File: src/rtl/cdt_pkg.sv
package cdt_pkg;

    typedef enum logic {
        CNT_WRAP     = 1'b0,
        CNT_SATURATE = 1'b1
    } cnt_mode_e;

endpackage

File: src/rtl/cdt_timebase.sv
module cdt_timebase #(
    parameter int                CW   = 20,
    parameter cdt_pkg::cnt_mode_e MODE = cdt_pkg::CNT_WRAP
) (
    input  logic          clk,
    input  logic          rst_n,
    input  logic          fiducial,
    input  logic          preload_en,
    input  logic [CW-1:0] preload_val,
    input  logic          count_hold,
    output logic [CW-1:0] cnt_o,
    output logic          ovf_o
);

    localparam logic [CW-1:0] CNT_MAX = {CW{1'b1}};
    localparam int            OVF_HI  = CW - 2;
    localparam int            OVF_LO  = CW - 3;

    typedef struct packed {
        logic [CW-1:0] cnt;
        logic          ovf;
    } tb_state_t;

    tb_state_t s_d, s_q;

    always_comb begin
        s_d = s_q;
        if (fiducial) begin
            s_d.cnt = '0;
        end else if (preload_en) begin
            s_d.cnt = preload_val;
        end else if (!count_hold) begin
            if (MODE == cdt_pkg::CNT_SATURATE && s_q.cnt == CNT_MAX) begin
                s_d.cnt = s_q.cnt;
            end else begin
                s_d.cnt = s_q.cnt + 1'b1;
            end
        end
        s_d.ovf = s_d.cnt[OVF_HI] & s_d.cnt[OVF_LO];
    end

    always_ff @(posedge clk or negedge rst_n) begin
        if (!rst_n) begin
            s_q <= '0;
        end else begin
            s_q <= s_d;
        end
    end

    assign cnt_o = s_q.cnt;
    assign ovf_o = s_q.ovf;

endmodule

File: src/rtl/cdt_match_cell.sv
module cdt_match_cell #(
    parameter int CW = 20,
    parameter int LW = 3
) (
    input  logic [CW-1:0] word,
    input  logic [CW-1:0] cnt,
    output logic          hi_eq,
    output logic          lo_eq,
    output logic          lo_zero
);

    assign hi_eq   = (word[CW-1:LW] == cnt[CW-1:LW]);
    assign lo_eq   = (word[LW-1:0]  == cnt[LW-1:0]);
    assign lo_zero = (word[LW-1:0]  == '0);

endmodule

File: src/rtl/cdt_chan_bank.sv
module cdt_chan_bank #(
    parameter int NCH = 8,
    parameter int CW  = 20,
    parameter int LW  = 3,
    parameter int AW  = $clog2(NCH)
) (
    input  logic                    clk,
    input  logic                    rst_n,
    input  logic                    wr_en,
    input  logic [AW-1:0]           addr,
    input  logic [CW-1:0]           wdata,
    input  logic [CW-1:0]           cnt,
    output logic [CW-1:0]           rdata,
    output logic [NCH-1:0]          active_o,
    output logic [NCH-1:0][CW-1:0]  words_o
);

    typedef struct packed {
        logic [NCH-1:0][CW-1:0] words;
        logic [NCH-1:0]         active;
    } bank_state_t;

    bank_state_t s_d, s_q;

    logic [NCH-1:0] hi_eq;
    logic [NCH-1:0] lo_eq;
    logic [NCH-1:0] lo_zero;

    for (genvar g = 0; g < NCH; g++) begin : g_cell
        cdt_match_cell #(
            .CW (CW),
            .LW (LW)
        ) u_cell (
            .word    (s_q.words[g]),
            .cnt     (cnt),
            .hi_eq   (hi_eq[g]),
            .lo_eq   (lo_eq[g]),
            .lo_zero (lo_zero[g])
        );
    end

    always_comb begin
        s_d = s_q;
        if (wr_en) begin
            s_d.words[addr] = wdata;
        end
        for (int i = 0; i < NCH; i++) begin
            // start on full match with a zero low field, hold while upper field matches
            s_d.active[i] = hi_eq[i] && lo_zero[i] && (lo_eq[i] || s_q.active[i]);
        end
    end

    always_ff @(posedge clk or negedge rst_n) begin
        if (!rst_n) begin
            s_q.words  <= '1;
            s_q.active <= '0;
        end else begin
            s_q <= s_d;
        end
    end

    assign rdata    = s_q.words[addr];
    assign active_o = s_q.active;
    assign words_o  = s_q.words;

endmodule

File: src/rtl/chan_delay_timer.sv
module chan_delay_timer #(
    parameter int                 NCH  = 8,
    parameter int                 CW   = 20,
    parameter int                 LW   = 3,
    parameter cdt_pkg::cnt_mode_e MODE = cdt_pkg::CNT_WRAP,
    parameter int                 AW   = $clog2(NCH)
) (
    input  logic           clk,
    input  logic           rst_n,
    input  logic           fiducial,
    input  logic           wr_en,
    input  logic [AW-1:0]  addr,
    input  logic [CW-1:0]  wdata,
    output logic [CW-1:0]  rdata,
    input  logic           out_en,
    input  logic           preload_en,
    input  logic [CW-1:0]  preload_val,
    input  logic           count_hold,
    output logic [NCH-1:0] pulse,
    output logic           ovf
);

    logic [CW-1:0]          cnt_w;
    logic [NCH-1:0]         active_w;
    logic [NCH-1:0][CW-1:0] words_w;

    cdt_timebase #(
        .CW   (CW),
        .MODE (MODE)
    ) u_timebase (
        .clk         (clk),
        .rst_n       (rst_n),
        .fiducial    (fiducial),
        .preload_en  (preload_en),
        .preload_val (preload_val),
        .count_hold  (count_hold),
        .cnt_o       (cnt_w),
        .ovf_o       (ovf)
    );

    cdt_chan_bank #(
        .NCH (NCH),
        .CW  (CW),
        .LW  (LW),
        .AW  (AW)
    ) u_bank (
        .clk      (clk),
        .rst_n    (rst_n),
        .wr_en    (wr_en),
        .addr     (addr),
        .wdata    (wdata),
        .cnt      (cnt_w),
        .rdata    (rdata),
        .active_o (active_w),
        .words_o  (words_w)
    );

    assign pulse = active_w & {NCH{out_en}};

endmodule

File: config.mk
export PLATFORM = sky130hd
export DESIGN_NAME = chan_delay_timer
export DESIGN_NICKNAME = d
export VERILOG_FILES = /design/src/rtl/cdt_pkg.sv /design/src/rtl/cdt_timebase.sv /design/src/rtl/cdt_match_cell.sv /design/src/rtl/cdt_chan_bank.sv /design/src/rtl/chan_delay_timer.sv
export SDC_FILE = /design/constraint.sdc
export NUM_CORES = 1
export LEC_CHECK = 0
export BUFFER_PORTS_ARGS = -buffer_cell sky130_fd_sc_hd__buf_2
export CAP_MARGIN = 40
export CORE_ASPECT_RATIO = 1.5
export CORE_MARGIN = 1
export CORE_UTILIZATION = 55
export CTS_BUF_LIST = sky130_fd_sc_hd__clkbuf_4
export DETAILED_ROUTE_END_ITERATION = 10
export PLACE_DENSITY = 0.77
export SYNTH_ARGS = -nofsm -noshare
export SYNTH_HDL_FRONTEND = slang
export SYNTH_SLANG_ARGS = --single-unit
File: constraint.sdc
create_clock -name clk -period 1.8 [get_ports clk]
set_input_delay 0.18 -clock clk [delete_from_list [all_inputs] [get_ports clk]]
set_output_delay 0.18 -clock clk [all_outputs]
set_load 0.05 [all_outputs]
Word-level counts from Yosys, hierarchy flattened
Cells that the tools add are included.
- register bits: 189
- logic and storage cells: 75
- input bits: 50
- output and inout bits: 29
- equal/unequal tests: 17
- add/subtract/negate cells: 1
- bitwise gates (word level): 2
- reductions and logical operators: 33
- magnitude comparators: 2
- mux-type cells: 8
- operator list (operator ; count):
    $bwmux W160 ; 1
    $eq A17 B17 Y1 ; 8
    $mux W20 ; 5
    $bmux W20 S3 ; 1
    $demux W20 S3 ; 1
    $eq A3 B3 Y1 ; 8
    $logic_not A3 Y1 ; 8
    $add A20 B1 Y20 const B ; 1
    $logic_and A1 B1 Y1 ; 17
    $and A8 B8 Y8 ; 1
    $logic_or A1 B1 Y1 ; 8
    $lt A3 B4 Y1 const B ; 1
    $ge A3 B1 Y1 const B ; 1
    $ne A3 B3 Y1 const B ; 1
    $and A1 B1 Y1 ; 1

Logic depth before layout (Yosys ltp)
Gate-level depths: netlist of run 1.
- depth after elaboration: 5
- gate-level depth with buffers: 7

Hierarchy
From an unflattened synthesis of run 1, not the netlist that was laid out.
- cells, all modules: 887
- area, all modules: 10978.0 µm²
- modules (own cells, without submodules) (module ; area each (µm²) ; cells an instance ; instances ; seq. area each (µm²)):
    cdt_chan_bank ; 7768.7 ; 509 ; 1 ; 4404.2
    cdt_match_cell ; 226.5 ; 28 ; 8 ; 0.0
    cdt_timebase ; 1347.5 ; 146 ; 1 ; 525.5
    chan_delay_timer ; 50.0 ; 8 ; 1 ; 0.0

Least setup slack after synthesis of run 1
Ideal clock, no wire load.
- path kind: input port to output port
- start point: input addr[2]
- end point: output rdata[0]
- setup slack: -0.622 ns
- data arrival time: 2.242 ns
- stages: 6
- path buffers: 2
- path through: buf_1 -> buf_1 -> mux2i_1 -> nor2_1 -> a21oi_1 -> o21ai_0
- cells in the longest elaborated chain, start to end: 2
- RTL lines (what ; line ; source):
    start, declared ; chan_delay_timer.sv:12 ; input logic [AW-1:0] addr,
    $bmux W20 S3 ; cdt_chan_bank.sv:62 ; assign rdata = s_q.words[addr];
    $mux W20 (not written as such) ; cdt_chan_bank.sv:62 ;
    end, declared ; chan_delay_timer.sv:14 ; output logic [CW-1:0] rdata,
No other way between the ends. The select of a mux whose other input is x is not followed.

Worst setup path after layout of run 1
- start point: register u_bank.s_q (netlist bit u_bank.words_o[113])
- end point: output rdata[13]
- cells in the longest elaborated chain, start to end: 2
- RTL lines (what ; line ; source):
    start, declared ; cdt_chan_bank.sv:23 ; bank_state_t s_d, s_q;
    $bmux W20 S3 ; cdt_chan_bank.sv:62 ;
    $mux W20 (not written as such) ; cdt_chan_bank.sv:62 ;
No other way between the ends. The select of a mux whose other input is x is not followed.

==> results of run 1 <==
-- where the power goes --
group / internal, µW / switching, µW
clock: 836 / 1480
sequential: 5680 / 928
combinational: 2640 / 2630
total: 9160 / 5030
-- kinds of logic (layout without fill, tap and decap cells) --
| kind of cell | after synthesis | after routing | share of synthesized area, % |
|---|---|---|---|
| other | 0 | 1 | 0 |
| flip-flops | 189 | 189 | 45.4 |
| XOR/XNOR | 171 | 171 | 13.8 |
| multiplexers | 215 | 215 | 22.2 |
| buffers and inverters | 73 | 337 | 2.72 |
| AND/OR/NAND/NOR | 163 | 163 | 8.28 |
| adder cells (fa/ha/maj) | 1 | 1 | 0.115 |
| AO/OA/AOI/OAI | 113 | 113 | 7.48 |
-- layout make-up --
type	count	area share [%]
antenna	1	0.0175
clock buffer	19	0.999
clock inverter	13	0.876
inverter	7	0.184
multi-input combinational	663	43.8
sequential	189	34.5
tap	256	2.24
timing repair buffer	298	17.4
-- synthesized netlist by cell type (6+ instances only) --
library cell / n / area [µm²]
sky130_fd_sc_hd__xnor2_1: 114 / 998
sky130_fd_sc_hd__o21ai_0: 16 / 80.1
sky130_fd_sc_hd__buf_2: 8 / 40.0
sky130_fd_sc_hd__nor2_1: 29 / 109
sky130_fd_sc_hd__xor2_1: 57 / 499
sky130_fd_sc_hd__nand3_1: 6 / 30.0
sky130_fd_sc_hd__nand2_1: 22 / 82.6
sky130_fd_sc_hd__o2111ai_1: 8 / 70.1
sky130_fd_sc_hd__inv_1: 6 / 22.5
sky130_fd_sc_hd__dfrtp_1: 29 / 726
sky130_fd_sc_hd__a211oi_1: 8 / 60.1
sky130_fd_sc_hd__a22oi_1: 17 / 128
sky130_fd_sc_hd__nor3_1: 23 / 115
sky130_fd_sc_hd__buf_1: 24 / 90.1
sky130_fd_sc_hd__dfstp_2: 160 / 4200
sky130_fd_sc_hd__clkbuf_1: 32 / 120
sky130_fd_sc_hd__o22a_1: 9 / 78.8
sky130_fd_sc_hd__mux2_2: 184 / 2070
sky130_fd_sc_hd__a21oi_1: 16 / 80.1
sky130_fd_sc_hd__and2_1: 11 / 68.8
sky130_fd_sc_hd__a221oi_1: 11 / 96.3
sky130_fd_sc_hd__nand4_1: 28 / 175
sky130_fd_sc_hd__mux2i_1: 29 / 290
sky130_fd_sc_hd__nor4_1: 20 / 125
-- worst register-to-register path: cells and delay by family (launching register included) --
family                 cells  cell delay (ps)
buffers and inverters      1              150
AND/OR/NAND/NOR            3             1050
flip-flops                 1              450
AO/OA/AOI/OAI              1              300
-- flip-flops by register name, indices dropped and copies added (netlist names) --
name	flops
u_bank.words_o	160
u_timebase.ovf_o	1
u_bank.active_o	8
u_timebase.cnt_o	20
-- through the flow --
step / worst slack (ps) / instances / cell area, µm² / util (%) / power (µW)
finish: -334 / 1446 / 14300 / 74.3 / 14200
global route: -342 / 1446 / 14300 / 74.3 / 14700
CTS: -306 / 1419 / 13800 / 71.5 / 13700
detailed placement: -112 / 1296 / 12400 / 64.3 / 10700
global placement: -58.6 / 1296 / 12400 / 64.3 / 10600
floorplan: -6.58 / 925 / 11000 / - / 9140
-- final timing paths --
check / cells after the start / endpoint / slack (ps)
max: 4 / rdata[13] / -330
min: 5 / u_timebase.cnt_o[1] / 30
max reg2reg: 5 / u_timebase.cnt_o[16] / -230
min reg2reg: 1 / u_bank.words_o[89] / 640
max in group asynchronous: 3 / u_bank.words_o[58] / 970
min in group asynchronous: 2 / u_timebase.cnt_o[2] / 40
-- per-layer routing --
layer	share of wire [%]	up-vias
met3	8.0	215
met1	35	4611
met5	0	-
met4	8.5	0
met2	48	643
li1	-	3860
-- cell usage in the layout, fill, tap and decap left out, drive strengths merged, types with 23 or more instances in the layout --
master         n
xnor2        114
nor3          23
dfstp        160
xor2          57
nand4         30
buf          253
dlygate4sd3   45
dfrtp         29
mux2i         29
mux2         184
nor2          29
-- timing repair --
action,in CTS,in global routing
hold buffers,45,0
gates resized for setup,78,56
pin swaps,25,34
setup buffers,47,27
endpoints found under the hold margin,219,0
setup endpoints to repair,25,38
==> impl_metrics.sql, run 1 <==
INSERT INTO impl_metrics (metric_group, metric, value, unit) VALUES
('run_status', 'run_status', 'finished, violations left', ''),
('run_status', 'failed_checks', 'negative setup slack', ''),
('setup_path', 'critical_path.startpoint', 'u_bank.words_o[113]', ''),
('detailed_routing', 'drt_iter0_drc', '951', ''),
('clocking', 'cts-root-buf', 'sky130_fd_sc_hd__clkbuf_4', ''),
('detailed_routing', 'vias_per_cell', '6.45', ''),
('layout', 'synthToLayoutAreaGrowth', '31.6', '%'),
('timing', 'max_slew.worst_pin.slew', '1060', 'ps'),
('logic_synthesis', 'synthFlopType', 'sky130_fd_sc_hd__dfstp_2', ''),
('layout', 'final.fill_count', '1206', ''),
('logic_synthesis', 'synthArstFlopShare', '100', '%'),
('timing', 'fin_ws', '-334', 'ps'),
('logic_synthesis', 'yosys.cell_types.count', '53', ''),
('grt', 'globalRouteOverflowTotal', '0', ''),
('flow_run', 'max_cap_viol_count', '0', ''),
('floorplanning', 'row_cnt', '62', ''),
('grt', 'grtUsageMet2', '59.4', '%'),
('setup_path', 'cp_cell_sequence', 'mux2_4 > a22oi_2 > o221ai_2 > buf_6', ''),
('floorplanning', 'initial_core_util', '56.4', '%'),
('timing', 'slew_violations', '0', ''),
('place', 'gp_congestion', '1.02', ''),
('grt', 'grt.busiest_layer', 'met2', ''),
('logic_synthesis', 'seq_area_frac_synth', '45.4', '%'),
('timing', 'timing.max_slew.rel_slack', '29.3', '%'),
('detailed_routing', 'drt.antenna.violating_nets', '0', ''),
('grt', 'use_met3', '7.18', '%'),
('clocking', 'cts_inserted_buffers', '17', ''),
('grt', 'via_count_of_the_first_global_routing_pass', '9269', ''),
('grt', 'grt_max_degree', '41', ''),
('timing', 'setup_viol', '26', ''),
('setup_path', 'timing.setup.critical_path_class', 'flip-flop to output pin', ''),
('logic_synthesis', 'synth_warnings', '0', ''),
('setup_path', 'cp_max_stage_cell', 'sky130_fd_sc_hd__dfstp_2', ''),
('layout', 'num-nets-final', '1227', ''),
('clocking', 'clockBufferDepth', '2', ''),
('layout', 'final-seq-area', '4930', 'µm²'),
('setup_path', 'r2r_start', 'u_timebase.cnt_o[11]', ''),
('logic_synthesis', 'synth.ff_latch_count', '189', ''),
('logic_synthesis', 'post_synth_inst_count', '925', ''),
('layout', 'layout-drive-gt1-share', '59.5', '%'),
('floorplanning', 'io_pins', '79', ''),
('logic_synthesis', 'net_count_after_synthesis', '976', ''),
('setup_path', 'cp_data_required_time', '1620', 'ps'),
('timing', 'clock.fmax', '469', 'MHz'),
('timing', 'finalHoldViolCount', '0', ''),
('floorplanning', 'die-height', '174', 'µm'),
('floorplanning', 'die_w', '117', 'µm'),
('power', 'p_leak', '0.00576', 'µW'),
('setup_path', 'category_of_the_worst_setup_path_launch_point', 'flip-flop', ''),
('setup_path', 'crit_path_max_incr_delay', '580', 'ps'),
('timing', 'rsz0062_at_grt', 'yes', ''),
('clocking', 'worstSkewPairLatency', '620', 'ps'),
('setup_path', 'critical_path.n_buffers_inverters', '1', ''),
('logic_synthesis', 'mean_syn_cell_area', '11.7', 'µm²'),
('power', 'cell_pwr_density', '994', 'nW/µm²'),
('logic_synthesis', 'number_of_synthesized_flops_with_an_enable_pin', '0', ''),
('clocking', 'cts_tree', 'done', ''),
('setup_path', 'cp_top_family', 'flip-flops', ''),
('grt', 'grt_first_pass_wirelength', '54100', 'µm'),
('timing', 'worst_hold_slack', '34.4', 'ps'),
('floorplanning', 'design.core.area', '19200', 'µm²'),
('power', 'vdd_ir_drop_max', '817', 'µV'),
('worst_hold_path', 'hold_path.class', 'input port to flip-flop', ''),
('detailed_routing', 'first_pass_iters', '5', ''),
('setup_path', 'crit_arrival', '1950', 'ps'),
('clocking', 'worst_setup_hold_path_clk_slew', '160', 'ps'),
('grt', 'grt_use_total', '37.1', '%'),
('detailed_routing', 'via_count', '9329', ''),
('grt', 'grt_util_met1', '43.5', '%'),
('setup_path', 'cp-end-kind', 'output pin', ''),
('timing', 'worst_skew', '26.1', 'ps');
(Power assumes the default switching activity.)
==> inputs of run 2 (changes only) <==
CORE_UTILIZATION = 50   (was 55)
PLACE_DENSITY = 0.71   (was 0.77)
==> impl_metrics.sql, run 2 (synthesized netlist as in run 1, its figures left out) <==
INSERT INTO impl_metrics (metric_group, metric, value, unit) VALUES
('layout', 'largest_register_ff_count', '160', ''),
('floorplanning', 'floorplan.die_area', '22300', 'µm²'),
('setup_path', 'category_of_the_worst_setup_path_launch_point', 'flip-flop', ''),
('grt', 'grt_max_degree', '51', ''),
('detailed_routing', 'drt.antenna.violating_nets', '0', ''),
('place', 'gp_congestion', '0.944', ''),
('clocking', 'cts-root-buf', 'sky130_fd_sc_hd__clkbuf_4', ''),
('clocking', 'clockBufferDepth', '2', ''),
('setup_path', 'crit_path_max_incr_delay', '560', 'ps'),
('timing', 'finalHoldViolCount', '0', ''),
('setup_path', 'cp_max_stage_cell', 'sky130_fd_sc_hd__dfstp_2', ''),
('timing', 'clock.fmax', '465', 'MHz'),
('flow_run', 'max_cap_viol_count', '0', ''),
('detailed_routing', 'routed_wire_length_per_instance', '24.5', 'µm'),
('timing', 'slew_violations', '0', ''),
('setup_path', 'path_max_fanout', '2', ''),
('setup_path', 'cp_cell_sequence', 'mux2i_1 > nor2_1 > a31oi_1 > o211ai_1 > buf_4', ''),
('place', 'dp.final_hpwl', '25500', 'µm'),
('clocking', 'cts_tree', 'done', ''),
('floorplanning', 'die_w', '122', 'µm'),
('timing', 'max_slew.worst_pin.slew', '568', 'ps'),
('floorplanning', 'io_pins', '79', ''),
('run_status', 'failed_checks', 'negative setup slack', ''),
('layout', 'synthToLayoutAreaGrowth', '31.9', '%'),
('setup_path', 'cp-end-kind', 'output pin', ''),
('floorplanning', 'design.core.area', '21100', 'µm²'),
('layout', 'final.fill_count', '1503', ''),
('timing', 'worst_skew', '33.0', 'ps'),
('clocking', 'worst_setup_hold_path_clk_slew', '150', 'ps'),
('clocking', 'clock_sinks', '189', ''),
('power', 'cell_pwr_density', '972', 'nW/µm²'),
('place', 'port_buffers', '78', ''),
('power', 'p_leak', '0.00580', 'µW'),
('detailed_routing', 'vias_per_cell', '6.01', ''),
('detailed_routing', 'drt-total-wl', '36300', 'µm'),
('detailed_routing', 'first_pass_iters', '7', ''),
('grt', 'grt_use_total', '33.0', '%'),
('grt', 'grt_antenna_before_repair', '1', ''),
('layout', 'num-nets-final', '1249', ''),
('timing', 'setup_viol', '26', ''),
('layout', 'final_cell_area', '14300', 'µm²'),
('clocking', 'cts_inserted_buffers', '17', ''),
('detailed_routing', 'via_count', '8895', ''),
('run_status', 'run_status', 'finished, violations left', ''),
('timing', 'fin_crit_sh', '119', '%'),
('place', 'place_ws', '-148', 'ps'),
('floorplanning', 'die-height', '182', 'µm'),
('worst_hold_path', 'hold_path.class', 'input port to async pin', ''),
('timing', 'fin_ws', '-349', 'ps'),
('clocking', 'worstSkewPairLatency', '630', 'ps'),
('layout', 'layout-drive-gt1-share', '60.0', '%'),
('setup_path', 'crit_arrival', '1970', 'ps'),
('timing', 'timing.max_slew.rel_slack', '62.0', '%'),
('setup_path', 'regToRegSetupSlack', '-100', 'ps'),
('floorplanning', 'row_cnt', '65', ''),
('layout', 'layout_commonest_cell', 'sky130_fd_sc_hd__buf_4', ''),
('grt', 'grt_first_pass_wirelength', '53300', 'µm'),
('layout', 'mostFrequentLayoutCells', 'sky130_fd_sc_hd__buf_4 (176), sky130_fd_sc_hd__mux2_2 (170), sky130_fd_sc_hd__dfstp_2 (160)', ''),
('layout', 'post-route-util', '67.7', '%'),
('floorplanning', 'initial_core_util', '51.3', '%'),
('setup_path', 'timing.setup.critical_path_class', 'flip-flop to output pin', ''),
('grt', 'globalRouteOverflowTotal', '0', ''),
('power', 'vdd_ir_drop_max', '569', 'µV'),
('grt', 'via_count_of_the_first_global_routing_pass', '8916', ''),
('detailed_routing', 'post-route-drc-count', '0', ''),
('clocking', 'clock_tree.htree_level_count', '4', ''),
('detailed_routing', 'drt_iter0_drc', '627', ''),
('place', 'post_dp_cell_area', '12500', 'µm²'),
('timing', 'finalWorstPathRequiredPeriod', '2150', 'ps'),
('setup_path', 'cp_data_required_time', '1620', 'ps'),
('timing', 'rsz0062_at_grt', 'yes', '');
[run 2: changes by cell type in the layout (fill, tap and decap cells not counted), moves of 3 or more]
cell | previous run | this run
sky130_fd_sc_hd__nor3_1 | 20 | 15
sky130_fd_sc_hd__xnor2_2 | 5 | 2
sky130_fd_sc_hd__a22oi_1 | 6 | 9
sky130_fd_sc_hd__nor4_2 | 6 | 11
sky130_fd_sc_hd__a22oi_2 | 11 | 8
sky130_fd_sc_hd__xor2_4 | 3 | 0
sky130_fd_sc_hd__inv_6 | 0 | 3
sky130_fd_sc_hd__xor2_1 | 49 | 53
sky130_fd_sc_hd__buf_4 | 154 | 176
sky130_fd_sc_hd__nor3_2 | 3 | 8
sky130_fd_sc_hd__nor4_4 | 4 | 1
sky130_fd_sc_hd__xnor2_1 | 109 | 112
[run 2: through the flow]
step,cells,hold slack [ps],power [µW],TNS [ps]
floorplan,925,-116,9140,-6.58
global placement,1322,125,10700,-470
detailed placement,1322,134,10700,-685
CTS,1450,10.6,13500,-5190
global route,1480,1.53,14400,-6940
finish,1480,21.2,13900,-4880
[run 2: timing repair]
| item | 4_1_cts | 5_1_grt |
|---|---|---|
| setup buffers | 48 | 30 |
| pin swaps | 20 | 30 |
| hold buffers | 48 | 0 |
| gates resized for setup | 72 | 43 |
| endpoints found under the hold margin | 229 | 0 |
| cloned | 0 | 1 |
| setup endpoints to repair | 24 | 34 |
[run 2: worst max-delay path, delay by kind of cell, from the launching register on]
| family | cells | cell delay (ps) |
|---|---|---|
| compound gates | 2 | 340 |
| mux | 1 | 70 |
| flops | 1 | 560 |
| buf+inv | 1 | 260 |
| simple gates | 1 | 110 |
[run 2: worst paths after layout]
check	end	startpoint	cells after the start
setup / recovery	rdata[16]	u_bank.words_o[56]	5
hold / removal	u_timebase.cnt_o[1]	rst_n	2
setup reg to reg	u_timebase.cnt_o[16]	u_timebase.cnt_o[11]	5
hold reg to reg	u_timebase.cnt_o[16]	u_timebase.cnt_o[16]	2
max in group asynchronous	u_bank.words_o[1]	rst_n	3
min in group clk	u_timebase.cnt_o[1]	preload_en	3
[run 2: layer usage]
layer  track usage (%)  up-vias  part of all wire (%)
li1                  -     3885                     -
met2              54.0      442                    49
met3              5.16      163                   6.3
met1              40.0     4405                    38
met5                 0        -                     0
met4              20.9        0                   7.2
[run 2: layout make-up]
class	instances	area, µm²	area share (%)
well taps	268	335	2.34
clock buffers	19	143	0.996
clock inverters	13	91.3	0.638
multi-input cells	663	6130	42.8
inverters	7	26.3	0.184
flip-flops and latches	189	4930	34.5
diodes	1	2.50	0.0175
repair buffers	320	2660	18.6
[run 2: power breakdown]
group | total [µW] | switching (µW) | internal (µW) | leakage (µW)
Combinational | 5210 | 2540 | 2670 | 0.00361
Clock | 2130 | 1550 | 582 | 0.000127
Sequential | 6570 | 890 | 5680 | 0.00206
==> inputs of run 3 (changes only) <==
CORE_UTILIZATION = 35   (was 50)
PLACE_DENSITY = 0.53   (was 0.71)
TNS_END_PERCENT = 10   (was unset)
==> impl_metrics.sql, run 3 (synthesized netlist as in run 1, its figures left out) <==
INSERT INTO impl_metrics (metric_group, metric, value, unit) VALUES
('grt', 'grt_first_pass_wirelength', '57000', 'µm'),
('layout', 'layout-drive-gt1-share', '55.5', '%'),
('clocking', 'worstSkewPairLatency', '650', 'ps'),
('grt', 'via_count_of_the_first_global_routing_pass', '8760', ''),
('setup_path', 'cp_max_stage_cell', 'sky130_fd_sc_hd__dfstp_2', ''),
('detailed_routing', 'drt.antenna.violating_nets', '0', ''),
('floorplanning', 'initial_core_util', '35.8', '%'),
('grt', 'grt_max_degree', '49', ''),
('timing', 'max_slew.worst_pin.slew', '1090', 'ps'),
('timing', 'finalWorstPathRequiredPeriod', '2140', 'ps'),
('floorplanning', 'io_pins', '79', ''),
('detailed_routing', 'routed_wire_length_per_instance', '24.7', 'µm'),
('clocking', 'clock_sinks', '189', ''),
('setup_path', 'cp_top_family', 'flip-flops', ''),
('clocking', 'worst_setup_hold_path_clk_slew', '150', 'ps'),
('detailed_routing', 'drt-total-wl', '38100', 'µm'),
('timing', 'clock.fmax', '468', 'MHz'),
('place', 'placedCellCount', '1453', ''),
('floorplanning', 'die-height', '218', 'µm'),
('detailed_routing', 'via_count', '8174', ''),
('place', 'port_buffers', '78', ''),
('setup_path', 'crit_path_max_incr_delay', '580', 'ps'),
('power', 'cell_pwr_density', '987', 'nW/µm²'),
('detailed_routing', 'post-route-drc-count', '0', ''),
('setup_path', 'critical_path.n_buffers_inverters', '1', ''),
('timing', 'finalHoldViolCount', '0', ''),
('setup_path', 'cp_data_required_time', '1620', 'ps'),
('clocking', 'cts_inserted_buffers', '17', ''),
('detailed_routing', 'first_pass_iters', '5', ''),
('power', 'p_leak', '0.00548', 'µW'),
('setup_path', 'crit_arrival', '1960', 'ps'),
('timing', 'setup_viol', '22', ''),
('layout', 'final.fill_count', '2869', ''),
('setup_path', 'cp_cell_sequence', 'mux2_4 > a221oi_2 > o22ai_2 > buf_12', ''),
('timing', 'worst_skew', '32.4', 'ps'),
('floorplanning', 'die_w', '146', 'µm'),
('floorplanning', 'row_cnt', '78', ''),
('power', 'vdd_ir_drop_max', '346', 'µV'),
('clocking', 'cts_tree', 'done', ''),
('layout', 'synthToLayoutAreaGrowth', '27.5', '%'),
('flow_run', 'max_cap_viol_count', '0', ''),
('timing', 'fin_ws', '-338', 'ps'),
('setup_path', 'category_of_the_worst_setup_path_launch_point', 'flip-flop', ''),
('place', 'dp.final_hpwl', '28500', 'µm'),
('place', 'place_ws', '-198', 'ps'),
('run_status', 'failed_checks', 'negative setup slack', ''),
('timing', 'slew_violations', '0', ''),
('grt', 'grt_use_total', '24.9', '%'),
('detailed_routing', 'vias_per_cell', '5.29', ''),
('setup_path', 'cp-end-kind', 'output pin', ''),
('clocking', 'clock_tree.htree_level_count', '4', ''),
('timing', 'rsz0062_at_grt', 'yes', ''),
('layout', 'layout_commonest_cell', 'sky130_fd_sc_hd__mux2_2', ''),
('worst_hold_path', 'hold_path.class', 'input port to flip-flop', ''),
('layout', 'mostFrequentLayoutCells', 'sky130_fd_sc_hd__mux2_2 (178), sky130_fd_sc_hd__dfstp_2 (160), sky130_fd_sc_hd__buf_4 (116)', ''),
('setup_path', 'path_max_fanout', '3', ''),
('layout', 'final_cells', '1545', ''),
('timing', 'timing.max_slew.rel_slack', '27.3', '%'),
('grt', 'globalRouteOverflowTotal', '0', ''),
('clocking', 'cts-root-buf', 'sky130_fd_sc_hd__clkbuf_4', ''),
('timing', 'fin_crit_sh', '119', '%'),
('run_status', 'run_status', 'finished, violations left', ''),
('floorplanning', 'floorplan.die_area', '31700', 'µm²'),
('grt', 'grt_antenna_before_repair', '2', ''),
('detailed_routing', 'drt_iter0_drc', '464', ''),
('floorplanning', 'design.core.area', '30400', 'µm²'),
('clocking', 'clockBufferDepth', '2', ''),
('place', 'gp_congestion', '0.945', ''),
('layout', 'num-nets-final', '1183', ''),
('setup_path', 'timing.setup.critical_path_class', 'flip-flop to output pin', ''),
('layout', 'largest_register_ff_count', '160', '');
-- run 3: changes by cell type in the layout (fill, tap and decap cells not counted), sizes merged --
cell          delta
buf             -67
inv              -4
bufinv           +2
clkinv           +1
clkinvlp         -1
diode            +1
dlymetal6s4s     +1
-- run 3: metal layers --
metal	vias up	track usage [%]	part of all wire, %
met5	-	0	0
li1	3761	-	-
met2	206	45.1	53
met1	4137	28.2	40
met4	0	12.8	4.1
met3	70	3.70	3.5
-- run 3: area by class of cell --
| class | instances | area, µm² | area share [%] |
|---|---|---|---|
| multi-input cells | 663 | 5960 | 43.1 |
| flip-flops and latches | 189 | 4930 | 35.6 |
| repair buffers | 254 | 2170 | 15.7 |
| well taps | 400 | 500 | 3.62 |
| clock buffers | 19 | 143 | 1.03 |
| clock inverters | 11 | 104 | 0.751 |
| inverters | 7 | 26.3 | 0.190 |
| diodes | 2 | 5.00 | 0.0362 |
-- run 3: repair_timing --
action	CTS	global route
setup buffers	10	3
pin swaps	9	11
gates cloned	0	0
hold endpoints to repair	258	0
gates resized for setup	66	23
hold buffers	48	0
setup endpoints to repair	29	38
-- run 3: path summary, 6_finish.rpt --
check | start | endpoint | slack, ps | cells after the start
setup / recovery | u_bank.words_o[111] | rdata[11] | -340 | 4
hold / removal | wr_en | u_bank.words_o[31] | 150 | 3
setup reg to reg | u_timebase.cnt_o[10] | u_timebase.cnt_o[16] | -190 | 5
hold reg to reg | u_bank.words_o[37] | u_bank.words_o[37] | 640 | 1
max in group asynchronous | rst_n | u_bank.words_o[25] | 1020 | 3
min in group asynchronous | rst_n | u_bank.words_o[52] | 340 | 2
-- run 3: power breakdown --
part           leakage [µW]  internal (µW)  switching (µW)
clock              0.000132            811            1490
combinational       0.00328           2330            2330
sequential          0.00206           5690            1000
total               0.00548           8830            4830
-- run 3: worst register-to-register path, cell delays in order, from the launching register on --
cell	delay, ps
sky130_fd_sc_hd__dfrtp_1	380
sky130_fd_sc_hd__buf_4	130
sky130_fd_sc_hd__nand4_4	120
sky130_fd_sc_hd__or4_4	590
sky130_fd_sc_hd__or4_1	420
sky130_fd_sc_hd__a311oi_1	260
-- run 3: per-stage QoR --
step / hold slack, ps / util, % / instance area [µm²] / setup TNS (ps) / power, µW
floorplan: -116 / - / 10900 / -2990 / 9110
global placement: 405 / 41.7 / 12600 / -691 / 10900
detailed placement: 414 / 41.7 / 12600 / -685 / 10900
CTS: 82.0 / 45.1 / 13700 / -6990 / 13600
global route: 105 / 45.6 / 13800 / -8420 / 14300
finish: 146 / 45.6 / 13800 / -5770 / 13700
